`config.mk`:
```
export PLATFORM = sky130hd
export DESIGN_NAME = mbox_bridge
export DESIGN_NICKNAME = d
export VERILOG_FILES = /design/src/rtl/mbox_pkg.sv /design/src/rtl/mbox_fifo.sv /design/src/rtl/mbox_err_flags.sv /design/src/rtl/mbox_bridge.sv
export SDC_FILE = /design/constraint.sdc
export NUM_CORES = 1
export LEC_CHECK = 0
export ABC_AREA = 1
export BUFFER_PORTS_ARGS = -buffer_cell sky130_fd_sc_hd__clkbuf_2
export CORE_AREA = 2 2 215 217
export DETAILED_ROUTE_END_ITERATION = 7
export DIE_AREA = 0 0 217 219
export PLACE_DENSITY = 0.76
export SLEW_MARGIN = 5
export SYNTH_ARGS = -nofsm -noshare
export SYNTH_HDL_FRONTEND = slang
export SYNTH_HIERARCHICAL = 1
export SYNTH_SLANG_ARGS = --single-unit
export TNS_END_PERCENT = 1
```
`constraint.sdc`:
```
create_clock -name clk -period 6.75 [get_ports clk]
set_input_delay 0.3375 -clock clk [delete_from_list [all_inputs] [get_ports clk]]
set_output_delay 0.3375 -clock clk [all_outputs]
set_load 0.1 [all_outputs]
```
`src/rtl/mbox_pkg.sv`:
```
package mbox_pkg;
   localparam int unsigned REG_AW = 3;

   typedef enum logic [REG_AW-1:0] {
      SEL_DATA   = 3'd0,
      SEL_STATUS = 3'd1,
      SEL_ERROR  = 3'd2,
      SEL_WTHR   = 3'd3,
      SEL_RTHR   = 3'd4,
      SEL_CTRL   = 3'd5
   } reg_sel_e;

   localparam int unsigned ST_IN_EMPTY  = 0;
   localparam int unsigned ST_OUT_FULL  = 1;
   localparam int unsigned ST_OUT_ABOVE = 2;
   localparam int unsigned ST_IN_ABOVE  = 3;

   localparam int unsigned ER_UNDERRUN  = 0;
   localparam int unsigned ER_OVERRUN   = 1;

   localparam int unsigned CT_FLUSH_IN  = 0;
   localparam int unsigned CT_FLUSH_OUT = 1;
endpackage

```
`src/rtl/mbox_fifo.sv`:
```
module mbox_fifo #(
   parameter int unsigned DATA_W = 32,
   parameter int unsigned DEPTH  = 8,
   localparam int unsigned AW    = (DEPTH > 1) ? $clog2(DEPTH) : 1,
   localparam int unsigned CW    = AW + 1
) (
   input  logic              clk,
   input  logic              rst_n,
   input  logic              flush,
   input  logic              push,
   input  logic [DATA_W-1:0] push_data,
   input  logic              pop,
   output logic [DATA_W-1:0] head,
   output logic [CW-1:0]     level,
   output logic              full,
   output logic              empty
);
   localparam logic [CW-1:0] DEPTH_C = CW'(DEPTH);

   if (DEPTH < 2) begin : g_bad_depth
      $error("mbox_fifo: DEPTH must be at least 2");
   end
   if (DATA_W < 1) begin : g_bad_width
      $error("mbox_fifo: DATA_W must be at least 1");
   end

   logic [DATA_W-1:0] mem [DEPTH];
   logic [AW-1:0]     wptr, rptr, wptr_nx, rptr_nx;
   logic [CW-1:0]     cnt;
   logic              do_push, do_pop;

   assign full    = (cnt == DEPTH_C);
   assign empty   = (cnt == '0);
   assign do_push = push && !full && !flush;
   assign do_pop  = pop && !empty && !flush;

   if ((1 << AW) == DEPTH) begin : g_pow2
      assign wptr_nx = wptr + AW'(1);
      assign rptr_nx = rptr + AW'(1);
   end else begin : g_wrap
      assign wptr_nx = (wptr == AW'(DEPTH - 1)) ? '0 : wptr + AW'(1);
      assign rptr_nx = (rptr == AW'(DEPTH - 1)) ? '0 : rptr + AW'(1);
   end

   always_ff @(posedge clk or negedge rst_n) begin
      if (!rst_n) begin
         wptr <= '0;
         rptr <= '0;
         cnt  <= '0;
      end else if (flush) begin
         wptr <= '0;
         rptr <= '0;
         cnt  <= '0;
      end else begin
         if (do_push) wptr <= wptr_nx;
         if (do_pop)  rptr <= rptr_nx;
         case ({do_push, do_pop})
            2'b10:   cnt <= cnt + CW'(1);
            2'b01:   cnt <= cnt - CW'(1);
            default: cnt <= cnt;
         endcase
      end
   end

   always_ff @(posedge clk) begin
      if (do_push) mem[wptr] <= push_data;
   end

   assign head  = mem[rptr];
   assign level = cnt;

   AST_LEVEL_IN_RANGE: assert property (@(posedge clk) disable iff (!rst_n)
      level <= DEPTH_C) else $error("level above depth");
   AST_PUSH_GROWS: assert property (@(posedge clk) disable iff (!rst_n)
      (push && !full && !pop && !flush) |=> level == $past(level) + CW'(1))
      else $error("accepted push lost");
   AST_FULL_REFUSES: assert property (@(posedge clk) disable iff (!rst_n)
      (push && full && !pop && !flush) |=> level == $past(level))
      else $error("full fifo accepted data");
   AST_FLUSH_EMPTIES: assert property (@(posedge clk) disable iff (!rst_n)
      flush |=> empty) else $error("flush left data");
endmodule

```
`src/rtl/mbox_err_flags.sv`:
```
module mbox_err_flags #(
   parameter int unsigned N = 2
) (
   input  logic         clk,
   input  logic         rst_n,
   input  logic [N-1:0] set,
   input  logic [N-1:0] clr,
   output logic [N-1:0] flags
);
   if (N < 1) begin : g_bad_n
      $error("mbox_err_flags: N must be at least 1");
   end

   for (genvar i = 0; i < N; i++) begin : g_bit
      always_ff @(posedge clk or negedge rst_n) begin
         if (!rst_n)      flags[i] <= 1'b0;
         else if (set[i]) flags[i] <= 1'b1;
         else if (clr[i]) flags[i] <= 1'b0;
      end

      AST_SET_STICKS: assert property (@(posedge clk) disable iff (!rst_n)
         set[i] |=> flags[i]) else $error("error flag not set");
      AST_HOLD_NO_CLR: assert property (@(posedge clk) disable iff (!rst_n)
         (flags[i] && !clr[i]) |=> flags[i]) else $error("flag dropped");
   end
endmodule

```
`src/rtl/mbox_bridge.sv`:
```
module mbox_bridge
   import mbox_pkg::*;
#(
   parameter int unsigned DATA_W = 32,
   parameter int unsigned DEPTH  = 8,
   parameter int unsigned THR_W  = 3,
   localparam int unsigned AW    = (DEPTH > 1) ? $clog2(DEPTH) : 1,
   localparam int unsigned CW    = AW + 1,
   localparam int unsigned CMP_W = (CW > THR_W) ? CW : THR_W
) (
   input  logic              clk,
   input  logic              rst_n,
   input  logic              bus_req,
   input  logic              bus_we,
   input  logic [REG_AW-1:0] bus_addr,
   input  logic [DATA_W-1:0] bus_wdata,
   output logic [DATA_W-1:0] bus_rdata,
   output logic              hw_wr_valid,
   output logic [DATA_W-1:0] hw_wr_data,
   input  logic              hw_wr_pop,
   output logic              hw_rd_ready,
   input  logic              hw_rd_push,
   input  logic [DATA_W-1:0] hw_rd_data,
   output logic              irq_wr_thr,
   output logic              irq_rd_thr,
   output logic              irq_err
);
   if (DATA_W < 4) begin : g_bad_dw
      $error("mbox_bridge: DATA_W must hold the status word");
   end
   if (THR_W > DATA_W) begin : g_bad_thr
      $error("mbox_bridge: THR_W wider than data");
   end

   reg_sel_e sel;
   logic     acc_wr, acc_rd;
   logic     data_wr, data_rd;
   logic     out_push, out_bad, in_pop, in_bad;
   logic     flush_in, flush_out;
   logic     err_wr;

   assign sel     = reg_sel_e'(bus_addr);
   assign acc_wr  = bus_req && bus_we;
   assign acc_rd  = bus_req && !bus_we;
   assign data_wr = acc_wr && (sel == SEL_DATA);
   assign data_rd = acc_rd && (sel == SEL_DATA);
   assign err_wr  = acc_wr && (sel == SEL_ERROR);

   logic [DATA_W-1:0] out_head, in_head;
   logic [CW-1:0]     out_lvl, in_lvl;
   logic              out_full, out_empty, in_full, in_empty;

   assign out_push  = data_wr && !out_full;
   assign out_bad   = data_wr && out_full;
   assign in_pop    = data_rd && !in_empty;
   assign in_bad    = data_rd && in_empty;
   assign flush_in  = acc_wr && (sel == SEL_CTRL) && bus_wdata[CT_FLUSH_IN];
   assign flush_out = acc_wr && (sel == SEL_CTRL) && bus_wdata[CT_FLUSH_OUT];

   mbox_fifo #(.DATA_W(DATA_W), .DEPTH(DEPTH)) u_out_fifo (
      .clk       (clk),
      .rst_n     (rst_n),
      .flush     (flush_out),
      .push      (out_push),
      .push_data (bus_wdata),
      .pop       (hw_wr_pop),
      .head      (out_head),
      .level     (out_lvl),
      .full      (out_full),
      .empty     (out_empty)
   );

   mbox_fifo #(.DATA_W(DATA_W), .DEPTH(DEPTH)) u_in_fifo (
      .clk       (clk),
      .rst_n     (rst_n),
      .flush     (flush_in),
      .push      (hw_rd_push),
      .push_data (hw_rd_data),
      .pop       (in_pop),
      .head      (in_head),
      .level     (in_lvl),
      .full      (in_full),
      .empty     (in_empty)
   );

   logic [THR_W-1:0] wthr_q, rthr_q;
   always_ff @(posedge clk or negedge rst_n) begin
      if (!rst_n) begin
         wthr_q <= '0;
         rthr_q <= '0;
      end else begin
         if (acc_wr && (sel == SEL_WTHR)) wthr_q <= bus_wdata[THR_W-1:0];
         if (acc_wr && (sel == SEL_RTHR)) rthr_q <= bus_wdata[THR_W-1:0];
      end
   end

   logic out_above, in_above;
   assign out_above = CMP_W'(out_lvl) > CMP_W'(wthr_q);
   assign in_above  = CMP_W'(in_lvl)  > CMP_W'(rthr_q);

   logic [1:0] err_set, err_clr, err_q;
   assign err_set[ER_UNDERRUN] = in_bad;
   assign err_set[ER_OVERRUN]  = out_bad;
   assign err_clr = err_wr ? bus_wdata[1:0] : 2'b00;

   mbox_err_flags #(.N(2)) u_err (
      .clk   (clk),
      .rst_n (rst_n),
      .set   (err_set),
      .clr   (err_clr),
      .flags (err_q)
   );

   logic [3:0] status;
   always_comb begin
      status               = '0;
      status[ST_IN_EMPTY]  = in_empty;
      status[ST_OUT_FULL]  = out_full;
      status[ST_OUT_ABOVE] = out_above;
      status[ST_IN_ABOVE]  = in_above;
   end

   always_comb begin
      bus_rdata = '0;
      case (sel)
         SEL_DATA:   bus_rdata = in_empty ? '0 : in_head;
         SEL_STATUS: bus_rdata = DATA_W'(status);
         SEL_ERROR:  bus_rdata = DATA_W'(err_q);
         SEL_WTHR:   bus_rdata = DATA_W'(wthr_q);
         SEL_RTHR:   bus_rdata = DATA_W'(rthr_q);
         default:    bus_rdata = '0;
      endcase
   end

   assign hw_wr_valid = !out_empty;
   assign hw_wr_data  = out_head;
   assign hw_rd_ready = !in_full;
   assign irq_wr_thr  = out_above;
   assign irq_rd_thr  = in_above;
   assign irq_err     = |err_q;

   AST_ERR_IRQ_CAUSE: assert property (@(posedge clk) disable iff (!rst_n)
      $rose(irq_err) |-> $past(in_bad || out_bad)) else $error("spurious error irq");
   AST_WTHR_NONEMPTY: assert property (@(posedge clk) disable iff (!rst_n)
      irq_wr_thr |-> hw_wr_valid) else $error("wr threshold irq on empty fifo");
   AST_RTHR_NONEMPTY: assert property (@(posedge clk) disable iff (!rst_n)
      irq_rd_thr |-> !in_empty) else $error("rd threshold irq on empty fifo");
   AST_EMPTY_READ_KEEPS: assert property (@(posedge clk) disable iff (!rst_n)
      (in_bad && !hw_rd_push) |=> in_empty) else $error("empty read moved fifo");
endmodule

```
Word-level counts from Yosys, hierarchy flattened
Memories as Yosys holds them, arrays and structs flattened.
Cells that the tools add are included.

operators by class
  add/sub/neg operators = 8
  $lt $le $gt $ge = 2
  eq/ne operators = 11
  muxes and demuxes = 23
  reduce and logical (&&, ||, !) cells = 41

operators with widths
  cell                   count
  $pmux W32 S5           1
  $mux W32               1
  $mux W3                8
  $logic_and A1 B1 Y1    22
  $pmux W4 S2            2
  $add A3 B1 Y3 const B  4
  $reduce_bool A2 Y1     6
  $add A4 B1 Y4 const B  2
  $eq A4 B4 Y1 const B   2
  $gt A4 B3 Y1           2
  $logic_not A4 Y1       2
  $mux W1                8
  $mux W4                2
  $sub A4 B1 Y4 const B  2
  $logic_not A1 Y1       7
  $eq A3 B2 Y1 const B   2
  $eq A3 B3 Y1 const B   2
  $reduce_bool A3 Y1     2
  $eq A2 B1 Y1 const B   2
  $eq A2 B2 Y1 const B   2
  $eq A3 B1 Y1 const B   1
  $logic_not A3 Y1       1
  $mux W2                1
  $reduce_or A2 Y1       1

word-level totals
  flip-flop bits (word level) = 28
  bits in writable memories = 512
  memories = 2

memory list
  memory          depth  width  read ports  clocked after Yosys merged registers in  write ports  line             text
  u_in_fifo.mem   8      32     1           0                                        1            mbox_fifo.sv:27  logic [DATA_W-1:0] mem [DEPTH];
  u_out_fifo.mem  8      32     1           0                                        1            mbox_fifo.sv:27

Longest topological paths before layout
  word-level depth = 9
  gate-level depth with buffers = 18
  gate-level depth less buffers = 18

By module
Netlist, hierarchy kept.

modules (own cells, without submodules)
  module          times used  cells each  area each (um2)  sequential area each (um2)
  mbox_fifo       2           847         10674.0          7937.6
  mbox_bridge     1           170         912.1            150.1
  mbox_err_flags  1           10          80.1             50.0

Worst setup path after synthesis
OpenSTA, ideal clock, no wires.

  kind = reg2out
  from = register u_out_fifo.cnt[0] (netlist: u_out_fifo/level[0])
  to = output port irq_wr_thr
  arrival = 3.065 ns
  required time = 6.412 ns
  setup slack = 3.348 ns
  cell stages (with the launch flop) = 5
  cells stage by stage = dfrtp_1 inv_1 ha_1 nand4_1 a21boi_0

on the way
  longest elaborated chain between the ends = 1

ends and longest elaborated chain
  what                    line               text
  from (decl)             mbox_fifo.sv:29    logic [CW-1:0] cnt;
  from (signal assigned)  mbox_fifo.sv:58    2'b10: cnt <= cnt + CW'(1);
  from (signal assigned)  mbox_fifo.sv:59    2'b01: cnt <= cnt - CW'(1);
  from (signal assigned)  mbox_fifo.sv:60    default: cnt <= cnt;
  $gt A4 B3 Y1            mbox_bridge.sv:98  assign out_above = CMP_W'(out_lvl) > CMP_W'(wthr_q);
  to (decl)               mbox_bridge.sv:24  output logic irq_wr_thr,

No other way between the ends.

Worst setup path in the final report
  from = register u_in_fifo.rptr[0]
  to = output port bus_rdata[13]

on the way
  longest elaborated chain between the ends = 3

ends and longest elaborated chain
  what                    line                text
  from (decl)             mbox_fifo.sv:28     logic [AW-1:0] wptr, rptr, wptr_nx, rptr_nx;
  from (signal assigned)  mbox_fifo.sv:56     if (do_pop) rptr <= rptr_nx;
  $mem_v2 Z8 W32          n/a
  via in_head[13]         mbox_bridge.sv:49   logic [DATA_W-1:0] out_head, in_head;
  $mux W32                mbox_bridge.sv:126  SEL_DATA: bus_rdata = in_empty ? '0 : in_head;
  $pmux W32 S5            mbox_bridge.sv:125  case (sel)
  to (decl)               mbox_bridge.sv:17   output logic [DATA_W-1:0] bus_rdata,

The timed path passes the listed nets, and every way through them passes these cells.

==> summary.txt <==
Run status
  • Status: finished, final reports clean

Critical path
  • CP endpoint kind: output pin
  • Arrival time at the worst endpoint: 3.91 ns
  • RR Startpoint: u_in_fifo/level[1]
  • Crit path max fanout: 118
  • Worst Setup EP: bus_rdata[13]
  • R2R setup slack: 4.06 ns
  • CP Launch Type: register
  • Worst reg2reg path depth: 17
  • Crit path required time: 6.41 ns
  • Terminus of the critical flop-to-flop path: u_in_fifo/level[3]
  • Setup crit start: u_in_fifo/rptr[0]
  • Path type of the worst setup path: register to output pin

Synthesis
  • Synth top area cells: edfxtp_1 (69%), nor2_1 (6.3%), nand2_1 (5.1%)
  • Synth Register Bits: 540
  • Post-Synthesis Cells: 1874
  • Synthesis Warnings: 6
  • Synth Cell Area: 22300 um^2
  • Syn nets: 1963
  • Top-count cell post-synth: edfxtp_1
  • Seq/Total Area, Yosys: 72.0%
  • Yosys top cell area share: 68.8%
  • Avg Cell Area, Syn: 11.9 um^2
  • Synth area leader: edfxtp_1
  • Top post-synthesis cells by count: edfxtp_1 (512), nor2_1 (377), nand2_1 (306), o21ai_0 (227), a21oi_1 (72)
  • Unique masters post-synth: 35
  • EDFF count, synth: 512
  • Post-synth ARST share: 5.19%
  • Main flop type after synthesis: edfxtp_1

Clocking
  • Clock Latency Late Sink: 0.62 ns
  • Htree depth: 2
  • TritonCTS clock tree: yes
  • Buffer depth of the longest clock path: 3
  • Clock sink count: 540
  • CTS root buffer: clkbuf_16
  • Number of buffers created by CTS: 53
  • Clk pin slew, worst setup/hold paths: 0.06 ns
  • Postcts setup bufs: 0

STA
  • Slew headroom: 20.7%
  • Final Cycle Share: 62.9%
  • Max Clock Skew: 0.0433 ns
  • Setup TNS: 0 ns
  • Final setup vio count: 0
  • RSZ-0062 raised after global routing: no
  • Fmax: 0.236 GHz
  • Pins Over Slew Limit: 0
  • Final hold violations: 0
  • Min cycle time layout: 4.24 ns
  • Worst-margin pin slew: 1.19 ns

Place
  • Final GP Congestion: 0.830
  • I/O Buffers: 141
  • Dpl cells: 2542
  • HPWL Detailed: 25800 um

Drt
  • ANT nets after route: 0
  • DR pass1 iterations: 5
  • WL/cell: 18.7 um
  • Via count: 14.8k
  • # DRC: 0
  • First DRT Iteration DRCs: 1429
  • Vias per cell: 5.54
  • Total Routed Length: 50100 um

Finish
  • Layout net count: 2125
  • Fillers: 3491
  • Area added between synthesis and finish: 14.8%
  • Layout cells sized above 1: 14.2%
  • Finished Layout Cells: 2681

Floorplanning
  • Die Y: 219 um
  • Std cell rows: 78
  • DIE AREA: 47500 um^2
  • Starting Density: 49.5%
  • Die Width: 217 um
  • IO Pins: 142
  • Core Region: 45100 um^2

Hold path
  • Hold Crit Class: input port to register

Power and ir drop
  • Leakage power: 0.00936 uW
  • Max IR drop VDD: 0.464 mV
  • Pwr/cell area: 468 nW/um^2

Flow run
  • Max-cap violations: 0

GRT
  • Initial antenna violation count: 4
  • Total GRT Usage: 21.0%
  • Pin count of the biggest net entering global routing: 119
  • GRT overflow: 0
  • First-pass GRT wire length: 77600 um
  • Vias in the first global route: 14.6k
power breakdown:
group | internal (uW) | switching [uW]
Clock | 1750 | 1230
Sequential | 3980 | 207
Combinational | 1000 | 3810
Total | 6740 | 5250
worst min-delay path by stage:
stage | startpoint | to | slack, ns | cells past startpoint
after CTS | bus_wdata[12] | u_out_fifo/mem[5][12] | 0.0005 | 1
after global routing | bus_wdata[12] | u_out_fifo/mem[0][12] | 0.01 | 1
after floorplan | rst_n | rthr_q[0] | 0.04 | 0
after global placement | rst_n | u_in_fifo/wptr[1] | 0.42 | 1
after detailed placement | rst_n | u_in_fifo/wptr[1] | 0.43 | 1
final | bus_wdata[12] | u_out_fifo/mem[5][12] | 0.03 | 1
stage by stage:
stage	util, %	setup WS [ns]	cell area (um^2)	total power, uW	hold WS (ns)
6_report	56.9	2.51	25600	12000	0.0257
5_1_grt	56.9	2.29	25600	12600	0.0124
4_1_cts	56.9	2.54	25600	12000	0.000513
3_5_place_dp	52.0	3.18	23400	9010	0.428
3_3_place_gp	52.0	3.25	23400	8870	0.423
2_1_floorplan	-	3.35	22300	8140	0.0419
final cells by class:
class	count	area, um^2	share of cell area, %
clock buffer	58	1350	5.25
inverter	60	228	0.888
timing repair buffer	209	1310	5.12
antenna	1	2.50	0.00976
sequential	540	16100	62.7
clock inverter	41	459	1.79
tap	600	751	2.93
multi-input combinational	1172	5450	21.3
what timing repair did:
action	CTS	global route
hold endpoints to repair	273	0
resized for setup	0	0
hold buffers	39	0
sequential cells by signal, summed over array words and instances, names as in the netlist:
register          flops
rthr_q                3
u_err/flags           2
u_in_fifo/level       4
u_in_fifo/mem       256
u_in_fifo/rptr        3
u_in_fifo/wptr        3
u_out_fifo/level      4
u_out_fifo/mem      256
u_out_fifo/rptr       3
u_out_fifo/wptr       3
wthr_q                3
worst max-delay path: stages (launching register included):
cell and delay [ns]:
dfrtp_4 0.76, clkinv_2 0.26, buf_4 0.86, o21ai_0 0.31, a31oi_1 0.27, nand2_1 0.09
nor2_1 0.15, clkbuf_2 0.48
metal layers:
layer  global-route usage, %  up-vias  routed length (um)
li1                        -     6920                   -
met1                    26.7     7242               20000
met2                    36.8      590               25600
met3                    3.73       83                3520
met4                    6.37        6                 940
met5                       0        -                  39
cells by family (layout without fill, tap and decap cells):
family                     after synthesis  after routing  synth area share (%)
AOI/OAI and AO/OA                      420            420                  9.83
DFF                                    540            540                  72.0
other                                    0              1                     0
buffers and inverters                  162            368                  4.17
and+or+nand+nor                        734            734                  13.0
xor gates and xnor gates                 2              2                0.0784
adders and majority gates               16             16                 0.963
cell usage in the layout (no fill, tap or decap), types with 3 or more instances in the layout:
master and n:
a21oi_1 72, a31oi_1 64, buf_4 29, bufinv_16 8
clkbuf_1 5, clkbuf_16 53, clkbuf_2 141, clkinv_1 20
clkinv_2 9, clkinvlp_4 3, dfrtp_1 24, dlygate4sd3_1 39
edfxtp_1 512, ha_1 14, inv_1 51, inv_2 5
nand2_1 306, nand2_2 6, nand2_4 3, nand3_1 18
nand4_1 7, nor2_1 361, nor2_2 4, nor2_4 19
nor4_1 4, o21ai_0 227, o21ai_1 52
Power figures use the tool's default switching activity.
